File: config.mk
export PLATFORM = sky130hd
export DESIGN_NAME = daisy_irq_port
export DESIGN_NICKNAME = d
export VERILOG_FILES = /design/src/rtl/daisy_irq_pkg.sv /design/src/rtl/daisy_irq_ctrl.sv /design/src/rtl/daisy_irq_dp.sv /design/src/rtl/daisy_irq_port.sv
export SDC_FILE = /design/constraint.sdc
export NUM_CORES = 1
export LEC_CHECK = 0
export ABC_AREA = 1
export BUFFER_PORTS_ARGS = -buffer_cell sky130_fd_sc_hd__buf_2
export CAP_MARGIN = 15
export CORE_MARGIN = 8
export CORE_UTILIZATION = 30
export CTS_BUF_LIST = sky130_fd_sc_hd__clkbuf_16
export DETAILED_ROUTE_END_ITERATION = 7
export SKIP_CTS_REPAIR_TIMING = 1
export SLEW_MARGIN = 25
export SYNTH_ARGS = -nofsm -noshare
export SYNTH_HDL_FRONTEND = slang
export SYNTH_SLANG_ARGS = --single-unit
File: constraint.sdc
create_clock -name clk -period 1.8 [get_ports clk]
set_input_delay 0.09 -clock clk [delete_from_list [all_inputs] [get_ports clk]]
set_output_delay 0.09 -clock clk [all_outputs]
set_load 0.05 [all_outputs]
File: src/rtl/daisy_irq_pkg.sv
package daisy_irq_pkg;
  typedef struct packed {
    logic inAck;
    logic ackStrobe;
    logic retiHit;
    logic edArmed;
  } ctrlStrobeT;

  typedef enum logic [0:0] {DEC_IDLE = 1'b0, DEC_GOT_PREFIX = 1'b1} decStateT;
endpackage

File: src/rtl/daisy_irq_ctrl.sv
module daisy_irq_ctrl
  import daisy_irq_pkg::*;
#(
  parameter int DATA_W = 8,
  parameter logic [DATA_W-1:0] RET_PREFIX = 8'hED,
  parameter logic [DATA_W-1:0] RET_SUFFIX = 8'h4D
) (
  input  logic              clk,
  input  logic              rstN,
  input  logic              m1,
  input  logic              iorq,
  input  logic              iei,
  input  logic [DATA_W-1:0] dataIn,
  input  logic              pending,
  output ctrlStrobeT        strobes
);
  logic              fetchPrev;
  logic              ackPrev;
  logic [DATA_W-1:0] opLatch;
  decStateT          decState;
  logic              fetchNow;
  logic              fetchEnd;

  assign fetchNow = m1 && !iorq;
  assign fetchEnd = fetchPrev && !m1;

  always_ff @(posedge clk) begin
    if (!rstN) begin
      fetchPrev <= 1'b0;
      ackPrev   <= 1'b0;
      opLatch   <= '0;
      decState  <= DEC_IDLE;
    end else begin
      fetchPrev <= fetchNow;
      ackPrev   <= m1 && iorq;
      if (fetchNow) opLatch <= dataIn;
      if (fetchEnd) begin
        if (opLatch == RET_PREFIX) decState <= DEC_GOT_PREFIX;
        else                       decState <= DEC_IDLE;
      end
    end
  end

  always_comb begin
    strobes.inAck     = m1 && iorq;
    strobes.ackStrobe = m1 && iorq && !ackPrev && iei && pending;
    strobes.retiHit   = fetchEnd && (decState == DEC_GOT_PREFIX) && (opLatch == RET_SUFFIX);
    strobes.edArmed   = (decState == DEC_GOT_PREFIX);
  end

  // the prefix window only opens at the end of a fetch
  a_r10_arm_at_fetch_end: assert property (@(posedge clk) disable iff (!rstN)
    $rose(strobes.edArmed) |-> $past(fetchPrev && !m1));
  // an iorq-only cycle never ends a fetch
  a_r11_no_fetch_on_io: assert property (@(posedge clk) disable iff (!rstN)
    (iorq && !m1) |=> !(fetchPrev));
endmodule

File: src/rtl/daisy_irq_dp.sv
module daisy_irq_dp
  import daisy_irq_pkg::*;
#(
  parameter int DATA_W = 8
) (
  input  logic              clk,
  input  logic              rstN,
  input  logic              reqPulse,
  input  logic              m1,
  input  logic              iei,
  input  logic [DATA_W-1:0] vectorIn,
  input  ctrlStrobeT        strobes,
  output logic              pending,
  output logic              intN,
  output logic              ieo,
  output logic [DATA_W-1:0] vecOut,
  output logic              vecOe
);
  logic reqHeld;
  logic underService;
  logic grantHold;

  always_ff @(posedge clk) begin
    if (!rstN) begin
      reqHeld      <= 1'b0;
      pending      <= 1'b0;
      underService <= 1'b0;
      grantHold    <= 1'b0;
    end else begin
      if (strobes.ackStrobe) begin
        pending      <= 1'b0;
        underService <= 1'b1;
        if (reqPulse) reqHeld <= 1'b1;
      end else if (!m1 && (reqPulse || reqHeld)) begin
        pending <= 1'b1;
        reqHeld <= 1'b0;
      end else if (reqPulse) begin
        reqHeld <= 1'b1;
      end
      if (strobes.retiHit && iei) underService <= 1'b0;
      if (strobes.ackStrobe)      grantHold <= 1'b1;
      else if (!strobes.inAck)    grantHold <= 1'b0;
    end
  end

  always_comb begin
    intN   = !(pending && iei);
    ieo    = iei && !underService && (!pending || strobes.edArmed);
    vecOe  = strobes.inAck && iei && (strobes.ackStrobe || grantHold);
    vecOut = vecOe ? vectorIn : '0;
  end

  // request status frozen while m1 is high
  a_r3_no_rise_in_m1: assert property (@(posedge clk) disable iff (!rstN)
    m1 |=> !$rose(pending));
  // vector only inside an enabled acknowledge window
  a_r4_vec_in_window: assert property (@(posedge clk) disable iff (!rstN)
    vecOe |-> (strobes.inAck && iei));
  // chain blocked while under service
  a_r5_block_in_service: assert property (@(posedge clk) disable iff (!rstN)
    underService |-> !ieo);
  // interrupt line needs the incoming enable
  a_r2_int_needs_iei: assert property (@(posedge clk) disable iff (!rstN)
    !intN |-> iei);
  // service ends only on a return seen with iei high
  a_r7_clear_on_return: assert property (@(posedge clk) disable iff (!rstN)
    $fell(underService) |-> $past(strobes.retiHit && iei));
endmodule

File: src/rtl/daisy_irq_port.sv
module daisy_irq_port
  import daisy_irq_pkg::*;
#(
  parameter int DATA_W = 8,
  parameter logic [DATA_W-1:0] RET_PREFIX = 8'hED,
  parameter logic [DATA_W-1:0] RET_SUFFIX = 8'h4D
) (
  input  logic              clk,
  input  logic              rstN,
  input  logic              reqPulse,
  input  logic              m1,
  input  logic              iorq,
  input  logic              iei,
  input  logic [DATA_W-1:0] dataIn,
  input  logic [DATA_W-1:0] vectorIn,
  output logic              intN,
  output logic              ieo,
  output logic [DATA_W-1:0] vecOut,
  output logic              vecOe
);
  ctrlStrobeT strobes;
  logic       pending;

  daisy_irq_ctrl #(.DATA_W(DATA_W), .RET_PREFIX(RET_PREFIX), .RET_SUFFIX(RET_SUFFIX)) ctrl_i (
    .clk(clk), .rstN(rstN), .m1(m1), .iorq(iorq), .iei(iei),
    .dataIn(dataIn), .pending(pending), .strobes(strobes)
  );

  daisy_irq_dp #(.DATA_W(DATA_W)) dp_i (
    .clk(clk), .rstN(rstN), .reqPulse(reqPulse), .m1(m1), .iei(iei),
    .vectorIn(vectorIn), .strobes(strobes), .pending(pending),
    .intN(intN), .ieo(ieo), .vecOut(vecOut), .vecOe(vecOe)
  );
endmodule

# --- After elaboration in Yosys (flattened, before gate mapping) ---
# Index checks and enable logic that the tools add are counted.
word_totals:
  register_bits: 15
classes:
  n_mux: 7
  bitwise: 1
  reduce_logical: 26
  n_eq_ne: 3
ops:
  columns: ["cell", "count"]
  rows:
  - ["$logic_and A1 B1 Y1", 15]
  - ["$eq A8 B7 Y1 const B", 1]
  - ["$eq A8 B8 Y1 const B", 1]
  - ["$mux W8", 1]
  - ["$logic_not A1 Y1", 6]
  - ["$mux W1", 6]
  - ["$reduce_or A2 Y1", 2]
  - ["$logic_or A1 B1 Y1", 3]
  - ["$ne A2 B2 Y1 const B", 1]
  - ["$not A1 Y1", 1]

# --- Longest topological paths before layout ---
# Gate-level depths: netlist of the first run.
depth:
  word_depth: 7
  depth_mapped: 6

# --- Cells and area by module ---
# A second synthesis of the first run with hierarchy kept.
unflattened:
  cells_unflattened: 103
  area_unflattened_um2: 708.2
modules_own_cells:
  columns: ["module", "area_per_inst_um2", "cells_each", "instances", "seq_area_each_um2"]
  rows:
  - ["daisy_irq_ctrl", 451.7, 64, 1, 220.2]
  - ["daisy_irq_dp", 256.5, 39, 1, 80.1]

# --- Worst setup path before layout of the first run ---
# OpenSTA, ideal clock, no wires.
synth_path:
  kind: "reg-to-output"
  start: "register dp_i.pending"
  end: "output port vecOut[0]"
  setup_slack_ns: 0.031
  t_arrival_ns: 1.679
  stages_incl_launch_ff: 7
  n_path_buf: 0
  required_ns: 1.710
  cell_sequence: "dfxtp_1 nand2_1 inv_1 nand2_2 nand2_2 nand2_4 nor2_1"
synth_between:
  elab_chain_len: 4
synth_lines:
  columns: ["item", "line_no", "source"]
  rows:
  - ["start: declaration", "daisy_irq_dp.sv:13", "output logic pending,"]
  - ["start signal: assignment", "daisy_irq_dp.sv:26", "pending <= 1'b0;"]
  - ["start signal: assignment", "daisy_irq_dp.sv:31", "pending <= 1'b0;"]
  - ["start signal: assignment", "daisy_irq_dp.sv:35", "pending <= 1'b1;"]
  - ["$logic_and A1 B1 Y1", "daisy_irq_ctrl.sv:46", "strobes.ackStrobe = m1 && iorq && !ackPrev && iei && pending;"]
  - ["$logic_or A1 B1 Y1", "daisy_irq_dp.sv:49", "vecOe = strobes.inAck && iei && (strobes.ackStrobe || grantHold);"]
  - ["$logic_and A1 B1 Y1", "daisy_irq_dp.sv:49", null]
  - ["$mux W8", "daisy_irq_dp.sv:50", "vecOut = vecOe ? vectorIn : '0;"]
  - ["end: declaration", "daisy_irq_port.sv:18", "output logic [DATA_W-1:0] vecOut,"]
# No other way between the ends.

# --- Worst setup path after layout of the first run ---
layout_path:
  start: "register dp_i.pending"
  end: "output port vecOut[5]"
# The elaborated chain is that of the path after synthesis.

==> results.yml, run 1 <==
timing:
  fmax_ghz: 0.703
  slew_viol_final: 0
  finalCritPeriodShare_pct: 79.1
  tightestPinTransition_ps: 261
  finalHoldViolations: 0
  setup_viol: 0
  max_slew_margin_pct: 82.7
  rsz0062_at_grt: "no"
  fin_crit_ps: 1420
  fin_setup_tns_ps: 0
  clock_skew_ps: 1.44
critical_path:
  end_kind: "primary output"
  cp_slowest_cell: "dfxtp_1"
  crit_path_max_fanout: 9
  required_ps: 1710
  crit_type: "reg2out"
  path_cells: "nand2_1 > inv_1 > nand2_2 > nand2_2 > nand2_4 > nor2_1 > buf_2"
  crit_path_frequent_cell: "nand2_2"
  arrival_ps: 1330
  cp-start-kind: "register"
  crit_path_max_incr_delay_ps: 330
power:
  total_power_mw: 0.877
  p_per_area_mw_per_mm2: 925
  leakage_nw: 0.530
  peakVddDrop_uv: 541
hold_path:
  hold_class: "in2reg"
cts:
  clock_path_buffers: 2
  insertion_delay_ps: 240
  cts.sinks: 15
  clk_transition_reported_paths_ps: 50
  cts_tree: "done"
  numCtsBuffers: 3
  cts.htree.levels: 1
  root_buffer: "clkbuf_16"
synth:
  syn_avg_cell_area_um2: 6.80
  synth_common_cells: "nor2_1 (30), inv_1 (18), dfxtp_1 (15)"
  yosysTopAreaCellShare_pct: 43.7
  synth_simple_gate_area_share_pct: 31.0
  synth-edff-count: 0
  ys_seq_area_share_pct: 43.7
  ys_top_cells_by_area: "dfxtp_1 (44%), nor2_1 (16%), inv_1 (9.8%), o21ai_0 (5.8%), nand2_1 (5.5%)"
  netlist_instances: 101
  synth.distinct_cells: 18
  ys_ff_latch: 15
  synth_top_family_by_area: "simple AND/OR/NAND/NOR gates"
  syn_nets: 123
  synth_xor_area_share_pct: 0
  synthAdderAreaFrac_pct: 0
  synthFlopType: "dfxtp_1"
  synth_compound_area_share_pct: 12.2
  synth_area_leader_cell: "dfxtp_1"
  syn_area_um2: 687
  yosys_warnings: 0
  async_flop_share_pct: 0
  yosysMostFrequentCell: "nor2_1"
  muxShareOfSynthArea_pct: 0
global_routing:
  grt.overflow.total: 0
  antenna_found_initial: 0
  grt_max_degree: 12
  grt_use_total_pct: 8.24
  grt_pass1_vias: 713
  grt_pass1_wl_mm: 2.84
detailed_routing:
  dr.pass1.iters: 4
  ant_nets: 0
  drc: 0
  wire_per_inst_um: 10.0
  drt_iter0_drc: 25
  route.vias.total: 702
  viasPerCell: 4.31
  routed_wl_mm: 1.63
die:
  core_area_mm2: 0.00219
  row_count: 17
  die_x_um: 63.9
  dieHeight_um: 63.9
  die_area_mm2: 0.00408
  initial_core_util_pct: 31.4
  io-pin-count: 33
status:
  status: "complete, no violations"
final_layout:
  drive_above_1_share_pct: 33.3
  finalNetCount: 158
  diodes: 0
  area_delta_synth_final_pct: 37.9
  fillers: 231
  fin_area_um2: 947
place:
  hpwl_mm: 1.32
  io_buffers: 32
  placed_cell_area_um2: 867
  finalWeightedCongestion: 0.812
run:
  maxCapViolCount: 0
area by class of cell:
| type | instances | area (um2) | share of cell area, % |
|---|---|---|---|
| sequential | 15 | 300 | 31.7 |
| clock buffer | 3 | 75.1 | 7.93 |
| tap | 28 | 35.0 | 3.70 |
| inverter | 20 | 75.1 | 7.93 |
| multi-input combinational | 64 | 297 | 31.3 |
| clock inverter | 1 | 5.00 | 0.528 |
| timing repair buffer | 32 | 160 | 16.9 |
worst max-delay path: cells and delay by family (launching register included):
family	cells	cell delay, ps
buf+inv	2	350
simple gates	5	400
flops	1	330
cells by family after synthesis:
| kind of cell | after synthesis |
|---|---|
| AND/OR/NAND/NOR | 49 |
| buffers and inverters | 22 |
| AO/OA/AOI/OAI | 15 |
| flip-flops | 15 |
cell usage in the layout (no fill, tap or decap), drive strengths merged:
| cell | n |
|---|---|
| dfxtp | 15 |
| a211oi | 1 |
| a21boi | 1 |
| clkinv | 1 |
| nor3 | 1 |
| a21oi | 4 |
| nor2 | 32 |
| nand2 | 14 |
| inv | 20 |
| o21ai | 9 |
| clkbuf | 3 |
| nand3 | 2 |
| buf | 32 |
power by group:
group	switching [mW]	internal, mW	total, mW
clock	0.132	0.296	0.429
sequential	0.00714	0.350	0.357
combinational	0.0557	0.0351	0.0908
metrics by stage:
stage	setup slack (ps)	cells	hold WS (ps)	util, %
floorplan	31.2	101	225	-
global placement	649	159	311	39.6
detailed placement	620	159	318	39.6
CTS	357	163	65.8	43.2
global route	265	163	87.7	43.2
finish	377	163	68.0	43.2
state kept, by name (all words and copies together) (netlist names):
signal             count
ctrl_i.ackPrev         1
ctrl_i.decState        1
ctrl_i.fetchPrev       1
ctrl_i.opLatch         8
dp_i.grantHold         1
dp_i.pending           1
dp_i.reqHeld           1
dp_i.underService      1
final timing paths:
kind | to | slack, ps | start | cells after the start
hold reg to reg | ctrl_i.opLatch[4] | 450 | ctrl_i.opLatch[4] | 2
setup reg to reg | dp_i.underService | 960 | ctrl_i.opLatch[1] | 6
hold / removal | ctrl_i.opLatch[3] | 70 | dataIn[3] | 3
setup / recovery | vecOut[5] | 380 | dp_i.pending | 7
layer usage:
layer  part of all wire [%]  vias to the layer above  GRT usage (%)  routed length, um
li1                       -                      371              -                  -
met1                     44                      299           8.87                716
met2                     41                       30           12.4                669
met3                     14                        2           5.57                236
met4                   0.55                        0           3.34                  9
met5                      0                        -              0                  0
Note: power is estimated with default switching activity, not from simulation.
==> run 2: changes to the inputs <==
Clock period 1.8 ns to 1.4 ns, I/O delays scaled along.
==> run 2 against run 1 <==
Compared with the run above:
- global-route usage grew 0.068 points
- combinational power grew 35%
- first-iteration DRC count shrank 36%
- critical path depth is the same
- power grew 29%
- wire length grew 6.1%
- sequential power grew 29%
- flip-flop and latch count is the same
- critical path type unchanged
- critical endpoint is now vecOut[4]
- largest cell class is now multi-input gates
==> results.yml, run 2 (synthesis gave the netlist of run 1 again) <==
global_routing:
  grt_use_total_pct: 8.31
  antenna_found_initial: 0
  grt_pass1_wl_mm: 2.80
  grt.overflow.total: 0
  grt_pass1_vias: 705
  grt_max_degree: 12
hold_path:
  min-delay-start: "dataIn[2]"
  hold_class: "in2reg"
  holdPathEnd: "ctrl_i.opLatch[2]"
  worstHoldPathCells: 3
detailed_routing:
  routed_wl_mm: 1.73
  viasPerCell: 4.32
  ant_nets: 0
  drt_iter0_drc: 16
  drc: 0
  wire_per_inst_um: 10.6
  dr.pass1.iters: 2
  route.vias.total: 709
final_layout:
  finalNetCount: 159
  drive_above_1_share_pct: 41.2
  fin_util_pct: 47.7
  final_common_cell: "buf_2"
  diodes: 0
  largest_reg_flops: 8
  area_delta_synth_final_pct: 52.1
  most-common-layout-cells: "buf_2 (23), nor2_1 (22), inv_1 (19)"
  top_register: "ctrl_i.opLatch"
  final_cells: 164
place:
  dp.cells: 159
  finalWeightedCongestion: 0.789
  pre_cts_slack_ps: 191
  io_buffers: 32
  hpwl_mm: 1.31
die:
  die_x_um: 63.9
  row_count: 17
  die_area_mm2: 0.00408
  dieHeight_um: 63.9
  core_area_mm2: 0.00219
  io-pin-count: 33
  initial_core_util_pct: 31.4
timing:
  fin_crit_ps: 1340
  postLayoutSetupSlackWorst_ps: 63.3
  clock_skew_ps: 2.81
  tightestPinTransition_ps: 371
  max_slew_margin_pct: 75.2
  finalCritPeriodShare_pct: 95.5
  setup_viol: 0
  fmax_ghz: 0.748
  rsz0062_at_grt: "yes"
  fin_setup_tns_ps: 0
  finalHoldViolations: 0
  slew_viol_final: 0
power:
  leakage_nw: 0.550
  peakVddDrop_uv: 698
  p_per_area_mw_per_mm2: 1080
  total_power_mw: 1.13
critical_path:
  crit_type: "reg2out"
  crit_path_max_fanout: 5
  required_ps: 1330
  end_kind: "primary output"
  timing.rr.end: "dp_i.underService"
  reg2regPathDepth: 6
  arrival_ps: 1270
  r2r_slack_ps: 560
  cp-start-kind: "register"
  r2r_start: "ctrl_i.opLatch[1]"
cts:
  cts_tree: "done"
  numCtsBuffers: 3
  clock_path_buffers: 2
  cts.sinks: 15
  insertion_delay_ps: 240
  cts.htree.levels: 1
  clk_transition_reported_paths_ps: 40
  root_buffer: "clkbuf_16"
status:
  status: "complete, no violations"
run:
  maxCapViolCount: 0
run 2: cell count changes in the layout (fill, tap and decap cells not counted), moves of 2 or more:
cell	delta
buf_2	-9
nor2_1	-8
nand2_4	+2
nor2_2	+7
buf_6	+7
buf_4	+2
run 2: stage by stage:
step / cell area [um2] / hold WS [ps]
6_report: 1040 / 47.0
5_1_grt: 1040 / 68.2
4_1_cts: 978 / 50.3
3_5_place_dp: 900 / 300
3_3_place_gp: 900 / 291
2_1_floorplan: 719 / 205
run 2: layer usage:
layer | global-route usage (%) | vias up | part of all wire [%]
li1 | - | 377 | -
met1 | 8.26 | 305 | 44
met2 | 14.2 | 23 | 48
met3 | 4.01 | 4 | 6.4
met4 | 4.18 | 0 | 1.6
met5 | 0 | - | 0
run 2: power by group:
group          internal [mW]  switching [mW]  total (mW)
clock                  0.378           0.167       0.544
sequential             0.451          0.0103       0.461
combinational         0.0474          0.0761       0.123
run 2: final cells by class:
type | instances | area, um2
Tap cell | 28 | 35.0
Fill cell | 232 | 1150
Sequential cell | 15 | 302
Clock inverter | 1 | 3.75
Multi-Input combinational cell | 65 | 345
Clock buffer | 3 | 75.1
Inverter | 20 | 75.1
Timing Repair Buffer | 32 | 209
run 2: worst max-delay path by stage:
| stage | to | cells after the start | slack, ps | from |
|---|---|---|---|---|
| 3_3_place_gp | vecOut[5] | 7 | 250 | dp_i.pending |
| 4_1_cts | vecOut[2] | 7 | -70 | dp_i.pending |
| 2_1_floorplan | vecOut[0] | 6 | -30 | dp_i.pending |
| 3_5_place_dp | vecOut[2] | 7 | 190 | dp_i.pending |
| 6_report | vecOut[4] | 7 | 60 | dp_i.pending |
| 5_1_grt | vecOut[7] | 7 | -10 | dp_i.pending |
run 2: worst max-delay path, stage by stage, from the launching register on:
cell and delay [ps]:
dfxtp_2 350, nand2_2 50, inv_1 80, nand2_2 80
nand2_4 90, nand2_4 80, nor2_2 120, buf_6 170
